`src/rtl/bbs_pkg.sv`:
```
package bbs_pkg;
  localparam int BYTE_W     = 8;
  localparam int WORD_BYTES = 4;

  localparam int CMD_WRITE = 8'h01;
  localparam int CMD_READ  = 8'h02;

  localparam int STAT_OK       = 0;
  localparam int STAT_BAD_CMD  = 1;
  localparam int STAT_BAD_ADDR = 2;

  typedef enum logic [3:0] {
    S_IDLE,
    S_RX_HI,
    S_RX_LO,
    S_DECODE,
    S_REQ,
    S_RSP,
    S_TX_PRE,
    S_TX_HI,
    S_TX_LO
  } bbs_state_e;
endpackage

```
`src/rtl/bbs_sync.sv`:
```
module bbs_sync #(
  parameter int           W       = 4,
  parameter logic [W-1:0] RST_VAL = '0
) (
  input  logic         clk,
  input  logic         rst_n,
  input  logic [W-1:0] d,
  output logic [W-1:0] q
);
  logic [W-1:0] meta;

  always_ff @(posedge clk or negedge rst_n) begin
    if (!rst_n) begin
      meta <= RST_VAL;
      q    <= RST_VAL;
    end else begin
      meta <= d;
      q    <= meta;
    end
  end
endmodule

```
`src/rtl/bbs_req_asm.sv`:
```
module bbs_req_asm #(
  parameter int BYTE_W = 8,
  parameter int NBYTES = 6,
  parameter int IDX_W  = 3
) (
  input  logic                     clk,
  input  logic                     rst_n,
  input  logic                     we,
  input  logic [IDX_W-1:0]         idx,
  input  logic [BYTE_W-1:0]        din,
  output logic [NBYTES*BYTE_W-1:0] pkt
);
  for (genvar g = 0; g < NBYTES; g++) begin : g_byte
    always_ff @(posedge clk or negedge rst_n) begin
      if (!rst_n)
        pkt[g*BYTE_W +: BYTE_W] <= '0;
      else if (we && idx == IDX_W'(g))
        pkt[g*BYTE_W +: BYTE_W] <= din;
    end
  end
endmodule

```
`src/rtl/bbs_reply_mux.sv`:
```
module bbs_reply_mux #(
  parameter int BYTE_W = 8,
  parameter int NBYTES = 8,
  parameter int IDX_W  = 3
) (
  input  logic [NBYTES*BYTE_W-1:0] word,
  input  logic [IDX_W-1:0]         idx,
  output logic [BYTE_W-1:0]        byte_o
);
  always_comb begin
    byte_o = '0;
    for (int i = 0; i < NBYTES; i++)
      if (idx == IDX_W'(i)) byte_o = word[i*BYTE_W +: BYTE_W];
  end
endmodule

```
`src/rtl/byte_bus_slave.sv`:
```
module byte_bus_slave
  import bbs_pkg::*;
#(
  parameter int NUM_REGS = 16,
  parameter int BW       = BYTE_W,
  parameter int WB       = WORD_BYTES
) (
  input  logic            clk,
  input  logic            rst_n,
  input  logic            mst_start_i,
  input  logic            mst_strobe_i,
  input  logic            mst_rd_i,
  input  logic            mst_rst_n_i,
  input  logic [BW-1:0]   bus_in,
  output logic [BW-1:0]   bus_out,
  output logic            bus_oe,
  output logic            slv_strobe_o,
  output logic            txn_active_o,
  output logic            reg_req_valid,
  input  logic            reg_req_ready,
  output logic            reg_req_write,
  output logic [BW-1:0]   reg_req_addr,
  output logic [BW*WB-1:0] reg_req_wdata,
  input  logic            reg_rsp_valid,
  input  logic [BW*WB-1:0] reg_rsp_rdata
);
  localparam int WORD_W    = BW * WB;
  localparam int REQ_BYTES = 2 + WB;
  localparam int RSP_BYTES = 2 * WB;
  localparam int MAX_BYTES = (RSP_BYTES > REQ_BYTES) ? RSP_BYTES : REQ_BYTES;
  localparam int CNT_W     = $clog2(MAX_BYTES);
  localparam logic [CNT_W-1:0] REQ_LAST = CNT_W'(REQ_BYTES - 1);
  localparam logic [CNT_W-1:0] RSP_LAST = CNT_W'(RSP_BYTES - 1);
  localparam logic [BW:0]      NREG_L   = (BW+1)'(NUM_REGS);

  // synchronised master controls: {reset_n, rd, strobe, start}
  logic [3:0] ctl_s;
  logic start_s, hs1_s, rd_s, mrst_s;

  bbs_sync #(.W(4), .RST_VAL(4'b0000)) u_sync (
    .clk (clk),
    .rst_n (rst_n),
    .d   ({mst_rst_n_i, mst_rd_i, mst_strobe_i, mst_start_i}),
    .q   (ctl_s)
  );
  assign start_s = ctl_s[0];
  assign hs1_s   = ctl_s[1];
  assign rd_s    = ctl_s[2];
  assign mrst_s  = ctl_s[3];

  bbs_state_e         state;
  logic [CNT_W-1:0]   cnt;
  logic               strobe_q, busy_q, req_v_q, start_q;
  logic [WORD_W-1:0]  status_q, rdata_q;

  // request packet assembly
  logic [REQ_BYTES*BW-1:0] pkt;
  logic                    rx_we;
  assign rx_we = (state == S_RX_HI) && hs1_s && !rd_s;

  bbs_req_asm #(.BYTE_W(BW), .NBYTES(REQ_BYTES), .IDX_W(CNT_W)) u_asm (
    .clk (clk),
    .rst_n (rst_n),
    .we  (rx_we),
    .idx (cnt),
    .din (bus_in),
    .pkt (pkt)
  );

  logic [BW-1:0]     cmd_b, addr_b;
  logic [WORD_W-1:0] wdata_w;
  logic              cmd_wr, cmd_rd, cmd_known, addr_ok;
  assign cmd_b     = pkt[BW-1:0];
  assign addr_b    = pkt[2*BW-1:BW];
  assign wdata_w   = pkt[REQ_BYTES*BW-1:2*BW];
  assign cmd_wr    = (cmd_b == BW'(CMD_WRITE));
  assign cmd_rd    = (cmd_b == BW'(CMD_READ));
  assign cmd_known = cmd_wr || cmd_rd;
  assign addr_ok   = ({1'b0, addr_b} < NREG_L);

  // reply disassembly
  logic [BW-1:0] tx_byte;
  bbs_reply_mux #(.BYTE_W(BW), .NBYTES(RSP_BYTES), .IDX_W(CNT_W)) u_mux (
    .word   ({status_q, rdata_q}),
    .idx    (cnt),
    .byte_o (tx_byte)
  );

  logic in_tx;
  assign in_tx = (state == S_TX_PRE) || (state == S_TX_HI) || (state == S_TX_LO);

  assign bus_oe        = in_tx && rd_s;
  assign bus_out       = bus_oe ? tx_byte : '0;
  assign slv_strobe_o  = strobe_q;
  assign txn_active_o  = busy_q;
  assign reg_req_valid = req_v_q;
  assign reg_req_write = cmd_wr;
  assign reg_req_addr  = addr_b;
  assign reg_req_wdata = wdata_w;

  always_ff @(posedge clk or negedge rst_n) begin
    if (!rst_n) begin
      state    <= S_IDLE;
      cnt      <= '0;
      strobe_q <= 1'b0;
      busy_q   <= 1'b0;
      req_v_q  <= 1'b0;
      start_q  <= 1'b0;
      status_q <= '0;
      rdata_q  <= '0;
    end else begin
      start_q <= start_s;
      if (!mrst_s) begin
        state    <= S_IDLE;
        cnt      <= '0;
        strobe_q <= 1'b0;
        busy_q   <= 1'b0;
        req_v_q  <= 1'b0;
      end else begin
        case (state)
          S_IDLE:
            if (start_s && !start_q) begin
              busy_q <= 1'b1;
              cnt    <= '0;
              state  <= S_RX_HI;
            end
          S_RX_HI:
            if (hs1_s && !rd_s) begin
              strobe_q <= 1'b1;
              state    <= S_RX_LO;
            end
          S_RX_LO:
            if (!hs1_s) begin
              strobe_q <= 1'b0;
              if (cnt == REQ_LAST) begin
                cnt   <= '0;
                state <= S_DECODE;
              end else begin
                cnt   <= cnt + 1'b1;
                state <= S_RX_HI;
              end
            end
          S_DECODE:
            if (!cmd_known) begin
              status_q <= WORD_W'(STAT_BAD_CMD);
              rdata_q  <= '0;
              state    <= S_TX_PRE;
            end else if (!addr_ok) begin
              status_q <= WORD_W'(STAT_BAD_ADDR);
              rdata_q  <= '0;
              state    <= S_TX_PRE;
            end else begin
              status_q <= WORD_W'(STAT_OK);
              req_v_q  <= 1'b1;
              state    <= S_REQ;
            end
          S_REQ:
            if (reg_req_ready) begin
              req_v_q <= 1'b0;
              state   <= S_RSP;
            end
          S_RSP:
            if (reg_rsp_valid) begin
              rdata_q <= reg_rsp_rdata;
              state   <= S_TX_PRE;
            end
          S_TX_PRE:
            if (rd_s && !hs1_s) begin
              strobe_q <= 1'b1;
              state    <= S_TX_HI;
            end
          S_TX_HI:
            if (hs1_s) begin
              strobe_q <= 1'b0;
              state    <= S_TX_LO;
            end
          S_TX_LO:
            if (!hs1_s) begin
              if (cnt == RSP_LAST) begin
                busy_q <= 1'b0;
                cnt    <= '0;
                state  <= S_IDLE;
              end else begin
                cnt   <= cnt + 1'b1;
                state <= S_TX_PRE;
              end
            end
          default: state <= S_IDLE;
        endcase
      end
    end
  end

  // the slave strobe rises only when the master side is ready for it:
  // strobe high with rd low (request byte) or strobe low with rd high (reply)
  assert_strobe_rise_R3: assert property (@(posedge clk) disable iff (!rst_n)
    $rose(slv_strobe_o) |-> ($past(hs1_s) != $past(rd_s)));

  assert_byte_stable_R4: assert property (@(posedge clk) disable iff (!rst_n)
    (bus_oe && slv_strobe_o && $past(bus_oe && slv_strobe_o)) |-> $stable(bus_out));

  assert_req_hold_R7: assert property (@(posedge clk) disable iff (!rst_n || !mrst_s)
    (reg_req_valid && !reg_req_ready) |=>
      (reg_req_valid && $stable(reg_req_addr) && $stable(reg_req_wdata) && $stable(reg_req_write)));

  assert_req_ok_R9: assert property (@(posedge clk) disable iff (!rst_n)
    reg_req_valid |-> (status_q == WORD_W'(STAT_OK)) && busy_q);

  assert_oe_busy_R10: assert property (@(posedge clk) disable iff (!rst_n)
    bus_oe |-> (txn_active_o && !reg_req_valid));

  assert_busy_fall_R2: assert property (@(posedge clk) disable iff (!rst_n)
    $fell(txn_active_o) |-> (!slv_strobe_o && !reg_req_valid));
endmodule

```
`config.mk`:
```
export PLATFORM = sky130hd
export DESIGN_NAME = byte_bus_slave
export DESIGN_NICKNAME = d
export VERILOG_FILES = /design/src/rtl/bbs_pkg.sv /design/src/rtl/bbs_sync.sv /design/src/rtl/bbs_req_asm.sv /design/src/rtl/bbs_reply_mux.sv /design/src/rtl/byte_bus_slave.sv
export SDC_FILE = /design/constraint.sdc
export NUM_CORES = 1
export LEC_CHECK = 0
export BUFFER_PORTS_ARGS = -buffer_cell sky130_fd_sc_hd__buf_2
export CAP_MARGIN = 30
export CELL_PAD_IN_SITES_DETAIL_PLACEMENT = 1
export CELL_PAD_IN_SITES_GLOBAL_PLACEMENT = 2
export CORE_UTILIZATION = 35
export DETAILED_ROUTE_END_ITERATION = 8
export PLACE_DENSITY = 0.8
export SYNTH_ARGS = -nofsm -noshare
export SYNTH_HDL_FRONTEND = slang
export SYNTH_SLANG_ARGS = --single-unit
```
`constraint.sdc`:
```
create_clock -name clk -period 2.6 [get_ports clk]
set_input_delay 0 -clock clk [delete_from_list [all_inputs] [get_ports clk]]
set_output_delay 0 -clock clk [all_outputs]
set_load 0.01 [all_outputs]
```
# Yosys cells after proc, flatten, opt, wreduce, memory -nomap -nowiden
# Cells that the tools add are included.
# totals
reg_bits,131
input_bits,48
out_inout_bits,53
word_cells,132
# classes
addsub,1
n_lt_le_gt_ge,1
eq_ne,34
mux,52
n_reduce_logical,28
# op_table
operator,n
$mux 32,3
$mux 8,9
$pmux 32 s2,1
$ne 3x3->1 const B,14
$mux 4,9
$pmux 4 s9,1
$mux 3,7
$eq 4x3->1 const B,4
$reduce_and 4->1,4
$mux 1,13
$eq 3x3->1 const B,4
$logic_and 1x1->1,12
$mux 2,5
$pmux 3 s3,1
$eq 4x2->1 const B,2
$eq 8x1->1 const B,1
$eq 8x2->1 const B,1
$lt 8x5->1 const B,1
$reduce_and 8->1,1
$eq 3x2->1 const B,2
$ne 5x5->1 const B,1
$reduce_and 5->1,1
$eq 4x1->1 const B,1
$eq 4x4->1 const B,1
other kinds (12),17

# Longest topological paths before layout
# Gate-level depths: netlist (run 1).
# logic_depth
word_depth,10
depth_mapped,8
depth_no_buf,6

# Modules after synthesis
# From an unflattened synthesis (run 1), not the netlist that was laid out.
# unflattened
cells_unflattened,341
hier_area_um2,4765.8
# modules_own_cells
module,n_inst,cells_each,area_each_um2,seq_area_each_um2
byte_bus_slave,1,198,2182.1,1126.1
bbs_req_asm,1,106,1833.0,1201.2
bbs_reply_mux,1,29,550.5,0.0
bbs_sync,1,8,200.2,200.2

# Worst setup path before layout (run 1)
# OpenSTA, ideal clock, no wires.
# synth_timing
kind,flip-flop to flip-flop
from,register cnt[2]
to,register u_asm.pkt[24]
setup_ps,125
t_arrival_ps,1738
required_ps,2475
path_slack_ps,737
path_stages_with_launch,7
path_buffers,2
path_cell_list,dfrtp_1 > clkbuf_1 > inv_1 > ha_1 > clkbuf_1 > nand2_1 > mux2_2
# synth_via
elab_chain_cells,2
# synth_rtl
element,line_no,text
start: declaration,byte_bus_slave.sv:52,logic [CNT_W-1:0] cnt;
start signal: assignment,byte_bus_slave.sv:139,cnt <= cnt + 1'b1;
start signal: assignment,byte_bus_slave.sv:184,cnt <= cnt + 1'b1;
$eq 3x2->1,bbs_req_asm.sv:17,else if (we && idx == IDX_W'(g))
$logic_and 1x1->1,bbs_req_asm.sv:17,
end signal: indexed assignment,bbs_req_asm.sv:18,pkt[g*BYTE_W +: BYTE_W] <= din;
end: declaration,bbs_req_asm.sv:11,output logic [NBYTES*BYTE_W-1:0] pkt
# Every way passes these cells.
# A chain may end at the register's enable or synchronous reset.

# Worst setup path in the final report (run 1)
# layout_timing
from,register cnt[1]
to,output bus_out[3]
# layout_via
elab_chain_cells,10
# layout_rtl
element,line_no,text
$logic_not 3->1,bbs_reply_mux.sv:13,if (idx == IDX_W'(i)) byte_o = word[i*BYTE_W +: BYTE_W];
$mux 8 (7 in series),bbs_reply_mux.sv:13,
$mux 8 (*),bbs_reply_mux.sv:13,
$mux 8 (*),byte_bus_slave.sv:93,assign bus_out = bus_oe ? tx_byte : '0;
end: declaration,byte_bus_slave.sv:15,"output logic [BW-1:0] bus_out,"
# Every way passes the cells marked *; elsewhere a longest branch is shown, timed or not.

==> results of run 1 <==
[layout make-up]
cell class | count | area [um2]
clock buffer | 10 | 239.0
clock inverter | 6 | 67.56
fill | 1669 | 8165
inverter | 7 | 26.28
multi-input combinational | 309 | 2215
sequential | 101 | 2527
tap | 184 | 230.2
timing repair buffer | 158 | 1064
[metrics by stage]
step / hold slack [ps] / instances / area, um2 / total power, mW / util [%]
6_report: 69.86 / 775 / 6369 / 4.453 / 43.82
5_1_grt: 109.1 / 775 / 6369 / 4.698 / 43.82
4_1_cts: 64.49 / 774 / 6356 / 4.499 / 43.73
3_5_place_dp: 70.74 / 713 / 5599 / 3.058 / 38.52
3_3_place_gp: 59.51 / 713 / 5599 / 3.000 / 38.52
2_1_floorplan: -295.6 / 487 / 5195 / 2.782 / -
[sequential cells by signal, summed over array words and instances, names as in the netlist]
name / flops
cnt: 3
rdata_q: 32
reg_req_valid: 1
slv_strobe_o: 1
start_q: 1
state: 4
status_q: 2
txn_active_o: 1
u_asm.pkt: 48
u_sync.meta: 4
u_sync.q: 4
[timing repair]
item / in CTS / in global routing
endpoints found under the hold margin: 129 / 0
endpoints found under the setup margin: 0 / 8
hold buffers: 45 / 0
setup buffers: 0 / 1
resized for setup: 0 / 2
[power by group through the flow]
stage	Sequential [mW]	Clock (mW)	Combinational [mW]
floorplan	1.96	0	0.826
detailed placement	2.04	0	1.01
CTS	2.02	1.41	1.07
global route	2.06	1.46	1.18
global placement	2.03	0	0.973
finish	2.02	1.36	1.07
[cell families after synthesis]
kind of cell / after synthesis / synth area share, %
muxes: 50 / 10.98
and+or+nand+nor: 130 / 14.07
DFF: 101 / 48.65
AOI/OAI and AO/OA: 122 / 15.80
buffers and inverters: 77 / 8.887
adders and majority gates: 6 / 1.445
xor gates and xnor gates: 1 / 0.1686
[per-layer routing]
| layer | vias up | share of wire (%) | GRT usage [%] |
|---|---|---|---|
| li1 | 1919 | - | - |
| met1 | 2144 | 44 | 25.34 |
| met2 | 86 | 50 | 32.99 |
| met3 | 20 | 4.2 | 4.212 |
| met4 | 0 | 2.2 | 9.789 |
| met5 | - | 0 | 0 |
[layout by cell type, fill, tap and decap left out, types with 3 or more instances in the layout]
cell,instances
dfrtp_1,101
nand2b_1,12
inv_1,7
nor2b_1,8
o211ai_1,3
ha_1,6
o21ai_1,4
and3_1,3
a21oi_1,15
dlygate4sd3_1,45
clkbuf_16,9
or3_1,3
nand3_1,12
nor2_1,7
mux2_2,47
o21ai_0,33
nand2_4,3
nand2_1,54
buf_2,99
a22oi_1,33
a221o_1,9
buf_4,13
[worst max-delay path, stage by stage (launching register included)]
cell and delay [ps]:
dfrtp_1 380, inv_1 90, ha_1 390, or2_2 390, o21ai_0 150, nand4b_1 110
buf_4 180, a21oi_1 150, buf_2 160
[worst paths after layout]
kind,cells past startpoint,startpoint,end,slack [ps]
setup / recovery,8,cnt[1],bus_out[3],250
hold / removal,3,reg_rsp_valid,state[0],70
setup reg to reg,5,state[3],cnt[1],390
hold reg to reg,0,u_sync.meta[2],u_sync.q[2],350
max in group asynchronous,3,rst_n,u_sync.meta[2],1640
min in group asynchronous,2,rst_n,rdata_q[28],210
==> flow_summary_export.csv, run 1 <==
group,metric,value,unit
global_routing,grt_max_degree,57,
finish,fin_nets,640,
global_routing,grt_pass1_vias,4407,
sta,finalClockSkew,8.483,ps
floorplan,core,14530,um2
logic_synthesis,synth_top_area_share,48.65,%
logic_synthesis,synth.net_count,541,
sta,fin_crit,2349,ps
routing,drcViolationCount,0,
logic_synthesis,yosys.area.top_type,"dfrtp_1",
power_and_ir_drop,leakage,2.976,nW
logic_synthesis,netlist_top_cells_area,"dfrtp_1 49%, mux2_2 10%, buf_4 5.9%",
routing,vias,4169,
finish,antenna_cells,0,
critical_path,cp.arrival,2350,ps
routing,viasPerCell,5.379,
sta,slew_headroom,40.24,%
critical_path,start_kind,"register",
logic_synthesis,synth_cells,487,
clocking,cts-root-buf,"clkbuf_16",
power_and_ir_drop,ir_worst_vdd,0.0004617,V
finish,syn_to_final_growth,22.59,%
power_and_ir_drop,p_clk_share,30.6,%
floorplan,rows,44,
clocking,h-tree-depth,3,
logic_synthesis,synthArstFlopShare,100.0,%
logic_synthesis,synthesis.area,5195,um2
global_routing,grt_pass1_wl,23200,um
routing,ant_nets,0,
routing,routed_wl,14430,um
sta,worst_slack,251.1,ps
power_and_ir_drop,swShare,31.80,%
logic_synthesis,synth_edf_count,0,
critical_path,cp_max_fo,14,
logic_synthesis,yosys_most_used_dff,"dfrtp_1",
placement,hpwl,9565,um
routing,first_pass_iters,4,
run_status,status,"finished clean",
global_routing,grt_usage,20.18,%
power_and_ir_drop,comb_power_share,24.0,%
clocking,clk_pin_slew,80,ps
floorplan,start_util,35.74,%
logic_synthesis,netlist_top_cells_count,"101 x dfrtp_1, 54 x nand2_1, 47 x mux2_2, 41 x buf_4",
logic_synthesis,syn_avg_cell_area,10.67,um2
critical_path,end_kind,"output pin",
floorplan,die_h,123.8,um
clocking,clk_path_buf_depth,2,
sta,tns,0,ps
critical_path,critical_path_class,"reg -> out",
sta,worst_pin_slew,882.4,ps
power_and_ir_drop,internal_power,3.037,mW
floorplan,dieArea,15330,um2
finish,layout-drive-gt1-share,32.66,%
logic_synthesis,yosys_register_bits,101,
global_routing,antenna_found_initial,0,
sta,timing.fmax,425.7,MHz
logic_synthesis,seq_area_frac_synth,48.65,%
sta,slew_viol_final,0,
routing,first_iter_violations,167,
sta,finalCritPeriodShare,90.34,%
placement,pre_cts_ws,459.3,ps
clocking,numClockSinks,101,
power_and_ir_drop,seq_power_share,45.4,%
placement,gp_congestion,0.7711,
flow_run,maxCapViolCount,0,
critical_path,required,2600,ps
routing,wl_per_cell,18.62,um
worst_hold_path,hold_path_class,"in -> reg",
power_and_ir_drop,pwr_density_cell,699.2,nW/um2
logic_synthesis,synthDistinctLibCells,61,
clocking,cts_tree,"yes",
power_and_ir_drop,p_switching,1.416,mW
global_routing,overflow,0,
floorplan,ios,101,
sta,rsz0062_at_grt,"false",
logic_synthesis,synth.most_common_cell,"dfrtp_1",
placement,io_buffer_count,100,
sta,setup_viol,0,
clocking,cts_buffers,9,
clocking,clk_latency,360,ps
sta,hold_violations,0,
logic_synthesis,ys_warn_count,0,
floorplan,die_x,123.8,um
Note: power is estimated with default switching activity, not from simulation.
==> inputs of run 2 (changes only) <==
Settings changed: CORE_MARGIN from default to 8.
==> run 2 against run 1 <==
Net effect: first-iteration DRC count rose by 35%; critical path depth fell by 3; setup slack improved by 2.0 ps; largest power group unchanged; power shrank 0.54%; fmax barely moved; wire length increased by 5.8%; combinational power about the same; sequential share of layout area is 0.086 points higher; sequential power barely moved.
==> flow_summary_export.csv, run 2 (synthesized netlist as in run 1, its figures left out) <==
group,metric,value,unit
routing,routed_wl,15270,um
floorplan,die_x,137.8,um
critical_path,required,2600,ps
sta,tns,0,ps
routing,vias,4109,
finish,layout-drive-gt1-share,32.54,%
global_routing,grt_pass1_wl,24700,um
clocking,cts_buffers,9,
flow_run,maxCapViolCount,0,
power_and_ir_drop,swShare,31.94,%
clocking,clk_pin_slew,80,ps
routing,first_iter_violations,226,
power_and_ir_drop,pwr_density_cell,697.0,nW/um2
critical_path,critical_path_class,"reg -> out",
power_and_ir_drop,p_switching,1.415,mW
power_and_ir_drop,internal_power,3.014,mW
global_routing,grt_usage,16.76,%
floorplan,dieArea,19000,um2
sta,rsz0062_at_grt,"false",
power_and_ir_drop,p_clk_share,30.4,%
clocking,cts_tree,"yes",
floorplan,ios,101,
sta,slew_headroom,40.57,%
worst_hold_path,hold_path_class,"in -> reg",
sta,worst_pin_slew,869.0,ps
critical_path,start_kind,"register",
routing,wl_per_cell,19.73,um
sta,finalClockSkew,9.514,ps
routing,first_pass_iters,4,
power_and_ir_drop,leakage,2.975,nW
power_and_ir_drop,seq_power_share,45.4,%
sta,hold_violations,0,
finish,largest_reg_flops,48,
placement,hpwl,10430,um
floorplan,rows,44,
finish,regMostFlops,"u_asm.pkt",
clocking,h-tree-depth,3,
run_status,status,"finished clean",
routing,viasPerCell,5.309,
placement,io_buffer_count,100,
floorplan,core,14530,um2
critical_path,cp.arrival,2350,ps
clocking,clk_latency,360,ps
global_routing,grt_pass1_vias,4559,
finish,layout_commonest_cell,"dfrtp_1",
finish,fin_nets,639,
global_routing,grt_max_degree,53,
routing,ant_nets,0,
clocking,cts-root-buf,"clkbuf_16",
routing,drcViolationCount,0,
power_and_ir_drop,comb_power_share,24.1,%
sta,finalCritPeriodShare,90.27,%
power_and_ir_drop,total_power,4.429,mW
sta,timing.fmax,426.1,MHz
floorplan,start_util,35.74,%
clocking,clk_path_buf_depth,2,
finish,largestRegisters,"u_asm.pkt (48), rdata_q (32)",
power_and_ir_drop,ir_worst_vdd,0.0004070,V
placement,gp_congestion,0.8110,
sta,fin_crit,2347,ps
global_routing,antenna_found_initial,0,
clocking,numClockSinks,101,
critical_path,end_kind,"output pin",
clocking,cts_setup_buffers,0,
sta,setup_viol,0,
global_routing,overflow,0,
critical_path,cp_max_fo,12,
sta,slew_viol_final,0,
finish,antenna_cells,0,
floorplan,die_h,137.8,um
finish,syn_to_final_growth,22.33,%
finish,mostFrequentLayoutCells,"101 x dfrtp_1, 99 x buf_2, 54 x nand2_1",
-- run 2: timing repair --
action                                  in CTS  in global routing
gates resized for setup                      0                  2
endpoints found under the setup margin       0                  8
hold buffers                                45                  0
hold endpoints to repair                   130                  0
-- run 2: metal layers --
metal | wire, um | global-route usage (%) | part of all wire [%] | vias up
li1 | - | - | - | 1916
met1 | 6669 | 20.71 | 44 | 2082
met3 | 726 | 4.230 | 4.8 | 24
met4 | 298 | 6.627 | 2.0 | 0
met5 | 0 | 0 | 0 | -
met2 | 7573 | 27.49 | 50 | 87
-- run 2: worst max-delay path, cell delays in order (launching register included) --
cell,delay (ps)
dfrtp_1,590
or4b_4,550
nand2_1,140
nand4b_1,290
a21oi_1,240
buf_2,170
-- run 2: path summary, 6_finish.rpt --
path / cells after the start / slack (ps) / from / endpoint
worst min-delay path: 3 / 60 / reg_rsp_valid / state[0]
worst min register to register: 0 / 350 / u_sync.meta[0] / u_sync.q[0]
worst max-delay path: 5 / 250 / state[3] / bus_out[5]
min in group asynchronous: 2 / 210 / rst_n / u_asm.pkt[36]
max in group asynchronous: 3 / 1630 / rst_n / rdata_q[27]
worst max register to register: 5 / 460 / state[3] / state[0]
-- run 2: power by group through the flow --
stage          logic (mW)  registers (mW)  clock network (mW)
2_1_floorplan       0.826            1.96                   0
3_3_place_gp        0.976            2.02                   0
3_5_place_dp         1.02            2.04                   0
4_1_cts              1.08            2.01                1.40
5_1_grt              1.19            2.05                1.45
6_report             1.07            2.01                1.35
-- run 2: layout make-up --
cell class	count	area (um2)
repair buffers	157	1056
clock buffers	9	225.2
clock inverters	7	75.07
multi-input cells	309	2215
inverters	7	26.28
well taps	184	230.2
fillers	1678	8179
flip-flops and latches	101	2527
-- run 2: through the flow --
stage	utilization (%)	setup slack [ps]	instances	cell area (um2)	hold WS, ps
floorplan	-	736.9	487	5195	-295.6
finish	43.72	253.1	774	6355	56.07
global placement	38.52	483.6	713	5599	77.83
detailed placement	38.52	478.4	713	5599	83.69
CTS	43.69	83.87	774	6350	45.93
global route	43.72	51.98	774	6355	75.37
